==> config.mk <==
export PLATFORM = sky130hd
export DESIGN_NAME = cam_aa_arbiter
export DESIGN_NICKNAME = d
export VERILOG_FILES = /design/src/rtl/cam_aa_pkg.sv /design/src/rtl/aa_casc_link.sv /design/src/rtl/aa_result_fsm.sv /design/src/rtl/aa_out_latch.sv /design/src/rtl/cam_aa_arbiter.sv
export SDC_FILE = /design/constraint.sdc
export NUM_CORES = 1
export LEC_CHECK = 0
export BUFFER_PORTS_ARGS = -buffer_cell sky130_fd_sc_hd__buf_4
export CAP_MARGIN = 20
export CORE_MARGIN = 5
export CORE_UTILIZATION = 46
export DETAILED_ROUTE_END_ITERATION = 10
export PLACE_DENSITY_LB_ADDON = 0.05
export SKIP_LAST_GASP = 1
export SYNTH_ARGS = -nofsm -noshare
export SYNTH_HDL_FRONTEND = slang
export SYNTH_SLANG_ARGS = --single-unit
==> constraint.sdc <==
create_clock -name clk -period 1.3 [get_ports clk]
set_input_delay 0.26 -clock clk [delete_from_list [all_inputs] [get_ports clk]]
set_output_delay 0.26 -clock clk [all_outputs]
set_load 0.02 [all_outputs]
==> src/rtl/cam_aa_pkg.sv <==
package cam_aa_pkg;

    typedef enum logic [1:0] {
        CK_COMPARE   = 2'd0,
        CK_NEXT_FREE = 2'd1,
        CK_TOP_MATCH = 2'd2,
        CK_RANDOM    = 2'd3
    } cyc_kind_e;

    typedef enum logic [2:0] {
        RS_IDLE     = 3'd0,
        RS_RANDOM   = 3'd1,
        RS_WIN      = 3'd2,
        RS_YIELD    = 3'd3,
        RS_SENTINEL = 3'd4
    } res_state_e;

endpackage

==> src/rtl/aa_casc_link.sv <==
module aa_casc_link
    import cam_aa_pkg::*;
(
    input  logic       cyc_valid,
    input  logic [1:0] cyc_type,
    input  logic       local_hit,
    input  logic       local_free,
    input  logic       casc_in,
    output logic       own_flag,
    output logic       casc_out
);

    always_comb begin
        own_flag = 1'b0;
        if (cyc_valid) begin
            unique case (cyc_kind_e'(cyc_type))
                CK_COMPARE,
                CK_TOP_MATCH: own_flag = local_hit;
                CK_NEXT_FREE: own_flag = local_free;
                CK_RANDOM:    own_flag = 1'b0;
                default:      own_flag = 1'b0;
            endcase
        end
    end

    assign casc_out = casc_in | own_flag;

    always_comb begin
        AST_CASC_PASS: assert (!casc_in || casc_out);
    end

endmodule

==> src/rtl/aa_result_fsm.sv <==
module aa_result_fsm
    import cam_aa_pkg::*;
#(
    parameter int ADDR_W  = 13,
    parameter bit IS_LAST = 1'b1
) (
    input  logic              clk,
    input  logic              rst_n,
    input  logic              cyc_valid,
    input  logic [1:0]        cyc_type,
    input  logic              own_flag,
    input  logic              casc_in,
    input  logic [ADDR_W-1:0] match_addr,
    input  logic [ADDR_W-1:0] free_addr,
    input  logic [ADDR_W-1:0] rnd_addr,
    output res_state_e        state,
    output logic [ADDR_W-1:0] addr_q
);

    res_state_e        state_nx;
    logic [ADDR_W-1:0] addr_nx;
    cyc_kind_e         kind;

    assign kind = cyc_kind_e'(cyc_type);

    always_comb begin
        state_nx = state;
        if (cyc_valid) begin
            unique case (kind)
                CK_RANDOM: state_nx = RS_RANDOM;
                CK_COMPARE,
                CK_NEXT_FREE,
                CK_TOP_MATCH: begin
                    if (casc_in)       state_nx = RS_YIELD;
                    else if (own_flag) state_nx = RS_WIN;
                    else if (IS_LAST)  state_nx = RS_SENTINEL;
                    else               state_nx = RS_YIELD;
                end
                default: state_nx = state;
            endcase
        end
    end

    always_comb begin
        addr_nx = addr_q;
        if (cyc_valid) begin
            unique case (kind)
                CK_COMPARE,
                CK_TOP_MATCH: addr_nx = match_addr;
                CK_NEXT_FREE: addr_nx = free_addr;
                CK_RANDOM:    addr_nx = rnd_addr;
                default:      addr_nx = addr_q;
            endcase
        end
    end

    always_ff @(posedge clk or negedge rst_n) begin
        if (!rst_n) state <= RS_IDLE;
        else        state <= state_nx;
    end

    always_ff @(posedge clk or negedge rst_n) begin
        if (!rst_n) addr_q <= '0;
        else        addr_q <= addr_nx;
    end

    AST_YIELD_ON_CASC: assert property (@(posedge clk) disable iff (!rst_n)
        (cyc_valid && kind != CK_RANDOM && casc_in) |=> state == RS_YIELD);
    AST_WIN_ON_FLAG: assert property (@(posedge clk) disable iff (!rst_n)
        (cyc_valid && kind != CK_RANDOM && !casc_in && own_flag) |=> state == RS_WIN);
    AST_NO_RESULT: assert property (@(posedge clk) disable iff (!rst_n)
        (cyc_valid && kind != CK_RANDOM && !casc_in && !own_flag)
        |=> state == (IS_LAST ? RS_SENTINEL : RS_YIELD));
    AST_RANDOM_STATE: assert property (@(posedge clk) disable iff (!rst_n)
        (cyc_valid && kind == CK_RANDOM) |=> state == RS_RANDOM);

endmodule

==> src/rtl/aa_out_latch.sv <==
module aa_out_latch
    import cam_aa_pkg::*;
#(
    parameter int ADDR_W = 13
) (
    input  logic              clk,
    input  logic              rst_n,
    input  logic              strobe_n,
    input  logic              oe_n,
    input  res_state_e        state,
    input  logic [ADDR_W-1:0] addr_q,
    output logic [ADDR_W-1:0] aa_out,
    output logic              aa_oe
);

    localparam logic [ADDR_W-1:0] SENTINEL = {ADDR_W{1'b1}};

    logic [ADDR_W-1:0] val_nx;
    logic              oe_nx;

    always_comb begin
        val_nx = addr_q;
        oe_nx  = 1'b0;
        unique case (state)
            RS_IDLE:     begin val_nx = addr_q;   oe_nx = 1'b0;  end
            RS_RANDOM:   begin val_nx = addr_q;   oe_nx = !oe_n; end
            RS_WIN:      begin val_nx = addr_q;   oe_nx = 1'b1;  end
            RS_YIELD:    begin val_nx = addr_q;   oe_nx = 1'b0;  end
            RS_SENTINEL: begin val_nx = SENTINEL; oe_nx = 1'b1;  end
            default:     begin val_nx = addr_q;   oe_nx = 1'b0;  end
        endcase
    end

    always_ff @(posedge clk or negedge rst_n) begin
        if (!rst_n) begin
            aa_out <= '0;
            aa_oe  <= 1'b0;
        end else if (strobe_n) begin
            aa_out <= val_nx;
            aa_oe  <= oe_nx;
        end
    end

    AST_HOLD_LOW: assert property (@(posedge clk) disable iff (!rst_n)
        !strobe_n |=> ($stable(aa_out) && $stable(aa_oe)));
    AST_SENTINEL_OUT: assert property (@(posedge clk) disable iff (!rst_n)
        (strobe_n && state == RS_SENTINEL) |=> (aa_oe && aa_out == SENTINEL));
    AST_YIELD_OFF: assert property (@(posedge clk) disable iff (!rst_n)
        (strobe_n && state == RS_YIELD) |=> !aa_oe);

endmodule

==> src/rtl/cam_aa_arbiter.sv <==
module cam_aa_arbiter
    import cam_aa_pkg::*;
#(
    parameter int ADDR_W  = 13,
    parameter bit IS_LAST = 1'b1
) (
    input  logic              clk,
    input  logic              rst_n,
    input  logic              strobe_n,
    input  logic              oe_n,
    input  logic              cyc_valid,
    input  logic [1:0]        cyc_type,
    input  logic              local_hit,
    input  logic              local_free,
    input  logic [ADDR_W-1:0] match_addr,
    input  logic [ADDR_W-1:0] free_addr,
    input  logic [ADDR_W-1:0] rnd_addr,
    input  logic              casc_in,
    output logic              casc_out,
    output logic [ADDR_W-1:0] aa_out,
    output logic              aa_oe
);

    logic              own_flag;
    res_state_e        state;
    logic [ADDR_W-1:0] addr_q;

    aa_casc_link u_link (
        .cyc_valid  (cyc_valid),
        .cyc_type   (cyc_type),
        .local_hit  (local_hit),
        .local_free (local_free),
        .casc_in    (casc_in),
        .own_flag   (own_flag),
        .casc_out   (casc_out)
    );

    aa_result_fsm #(
        .ADDR_W  (ADDR_W),
        .IS_LAST (IS_LAST)
    ) u_fsm (
        .clk        (clk),
        .rst_n      (rst_n),
        .cyc_valid  (cyc_valid),
        .cyc_type   (cyc_type),
        .own_flag   (own_flag),
        .casc_in    (casc_in),
        .match_addr (match_addr),
        .free_addr  (free_addr),
        .rnd_addr   (rnd_addr),
        .state      (state),
        .addr_q     (addr_q)
    );

    aa_out_latch #(
        .ADDR_W (ADDR_W)
    ) u_latch (
        .clk      (clk),
        .rst_n    (rst_n),
        .strobe_n (strobe_n),
        .oe_n     (oe_n),
        .state    (state),
        .addr_q   (addr_q),
        .aa_out   (aa_out),
        .aa_oe    (aa_oe)
    );

endmodule

==> key figures <==
Run status
  – Outcome: complete, no violations

Hold path
  – Worst Min Path Start: match_addr[3]
  – HP Class: input pin to flip-flop
  – Hold depth: 2

Timing
  – Achievable frequency: 816 MHz
  – RSZ-0062 raised after global routing: no
  – Worst rel slew slack: 0.747
  – Slew @ Worst Pin: 0.379 ns
  – Clk_skew: 0.00807 ns
  – Slew Viols, Final: 0
  – Final-layout worst hold slack: 0.165 ns
  – Period utilisation layout: 0.942
  – TNS Setup: 0 ns
  – Final Hold Violating Endpoints: 0
  – Setup slack after layout: 0.0751 ns
  – Final setup violation count: 0
  – Min Tclk post-route: 1.22 ns

Critical path
  – R2r worst-path depth: 3
  – R2R Path Start: u_fsm.state[2]
  – Slowest CP cell: a21o_1
  – CP peak stage delay: 0.17 ns
  – Worst Path Max Fanout: 2
  – Worst EP arrival: 0.96 ns
  – Crit. End Element: primary output
  – Setup crit start: local_hit
  – Crit path required time: 1.04 ns
  – Cells along the critical path: buf_4 -> nor2b_1 -> o21bai_1 -> a21o_1 -> buf_4
  – Most used cell, CP: buf_4
  – Nature of the critical path startpoint: input pin
  – Crit Path Class: input pin to primary output

Flow run
  – Max_cap viols: 0

Routing
  – DRC Markers: 0
  – Via density: 5.63
  – DRT met1 WL: 1440 um
  – Routed wire length per instance: 16.2 um
  – Metal3 WL: 314 um
  – Routed Antenna Nets: 0
  – Highest metal used: met4
  – Final wirelength: 3600 um
  – Met2 WL: 1800 um
  – Vias: 1249
  – First-pass DRT Iterations: 4
  – Initial drt markers: 38

Die
  – Row cnt: 20
  – Die height: 64.9 um
  – Core ar.: 0.00298 mm^2
  – Die area: 0.00421 mm^2
  – # IOs: 64
  – Die width: 64.9 um
  – Initial core utilization: 0.465

Layout
  – Design area: 0.00195 mm^2
  – Final Non-Filler Cells: 222
  – Layout area overhead: 40.7%
  – Util after Layout: 0.654
  – N_diodes: 0
  – Share of post-route cells with drive strength above 1: 0.413
  – Fin nets: 237

Synthesis
  – Syn Area/Cell: 11.5 um^2
  – Ys flop type: dfrtp_1
  – Cell taking the most area after synthesis: dfrtp_1
  – Share of the synthesized area in the top cell type: 0.542
  – Async set or reset register ratio after synthesis: 1.00
  – Mapped Nets: 169
  – #FFs+latches synth: 30
  – Ranking of synthesized cells by area: dfrtp_1 (54%), mux2i_1 (9.4%), o22a_1 (8.9%), o221ai_1 (4.4%), a221o_1 (4.3%)
  – Synth cell types: 26
  – Yosys warning count: 0
  – Post-synth EDFFs: 0
  – Register area share after synthesis: 0.542
  – Mapped Area: 0.00139 mm^2
  – Synth Instances: 120

Global routing
  – Vias in the first global route: 1334
  – Largest net degree at the start of global routing: 31
  – All-Layer GR Usage: 0.192
  – First-pass GRT wire length: 6190 um
  – Gr ovfl total: 0
  – Initial antenna violation count: 0

Power
  – Power per Cell Area: 1150 mW/mm^2
  – Seq pwr share: 0.499
  – Clock share of power: 0.252
  – Switching share of total power: 0.284
  – Total power: 2.25 mW
  – Power share of the combinational group: 0.248
  – VDD IR max: 0.682 mV
  – Lkg Pwr: 0.961 nW
  – P_sw: 0.640 mW
  – Pint: 1.61 mW

Clock network
  – Clk sinks: 30
  – Num CTS Buffers: 5
  – Clock Latency Late Sink: 0.32 ns
  – Clk Tree Root Cell: clkbuf_4
  – # H-tree levels: 2
  – CTS clk-pin slew, worst paths: 0.09 ns
  – # Post-CTS Setup Buffers: 0
  – Clock tree from TritonCTS: built
  – Clk buf depth: 2

Place
  – PortBufs: 63
  – GPL Wtd Cong: 0.782
  – Setup WS pre-CTS: 0.0700 ns
  – Area after DPL: 0.00188 mm^2
  – Placed cell count: 213
  – Dpl hpwl: 2780 um
## layer usage
metal | vias up | track usage
li1 | 591 | -
met1 | 602 | 0.238
met2 | 50 | 0.313
met3 | 6 | 0.0676
met4 | 0 | 0.0607
met5 | - | 0
## final timing paths
kind	end	slack (ns)
setup / recovery	casc_out	0.08
hold / removal	u_fsm.addr_q[3]	0.16
setup reg to reg	u_latch.aa_oe	0.12
hold reg to reg	u_latch.aa_out[6]	0.50
max in group asynchronous	u_fsm.addr_q[0]	0.63
min in group asynchronous	u_latch.aa_out[4]	0.39
## worst max-delay path: cells and delay by family
kind	cells	cell delay, ns
AOI/OAI and AO/OA	2	0.32
buffers and inverters	2	0.25
and+or+nand+nor	1	0.13
## sequential cells by signal, summed over array words and instances (netlist names)
signal / flops
u_fsm.state: 3
u_fsm.addr_q: 13
u_latch.aa_out: 13
u_latch.aa_oe: 1
## cells in the mapped netlist, drive strengths merged, types with 2 or more instances
cell,n
o21ai,3
dfrtp,30
a221o,6
o221ai,7
mux2i,13
o22a,14
inv,2
buf,7
nand2,16
a21oi,4
nor2,8
## logic make-up after synthesis
logic type	after synthesis	synth area share
muxes	13	0.0939
buffers and inverters	10	0.0479
DFF	30	0.542
and+or+nand+nor	29	0.0894
AOI/OAI and AO/OA	38	0.227
## power groups by stage
| stage | sequential [mW] | combinational, mW | clock (mW) |
|---|---|---|---|
| after floorplan | 1.20 | 0.211 | 0 |
| after global routing | 1.14 | 0.607 | 0.643 |
| final | 1.12 | 0.558 | 0.567 |
| after CTS | 1.12 | 0.567 | 0.583 |
| after global placement | 1.14 | 0.548 | 0 |
| after detailed placement | 1.14 | 0.565 | 0 |
## what timing repair did
item	4_1_cts	5_1_grt
endpoints found under the setup margin	0	0
hold buffers	1	0
hold endpoints to repair	30	0
resized for setup	0	0
## cells in the final DEF, fill, tap and decap left out, types with 4 or more instances in the layout
cell	n
nor2_1	7
a21oi_1	4
dfrtp_1	30
o221ai_1	7
o22a_1	14
buf_4	68
a221o_1	6
mux2i_1	13
clkbuf_4	5
nand2_1	16
## layout make-up
type                            instances  area (um^2)
Timing Repair Buffer                   69          520
Tap cell                               33         41.3
Clock buffer                            7         55.1
Inverter                                2         7.51
Sequential cell                        30          751
Multi-Input combinational cell         80          568
Clock inverter                          1         5.00
Fill cell                             262         1030
Note: power is estimated with default switching activity, not from simulation.
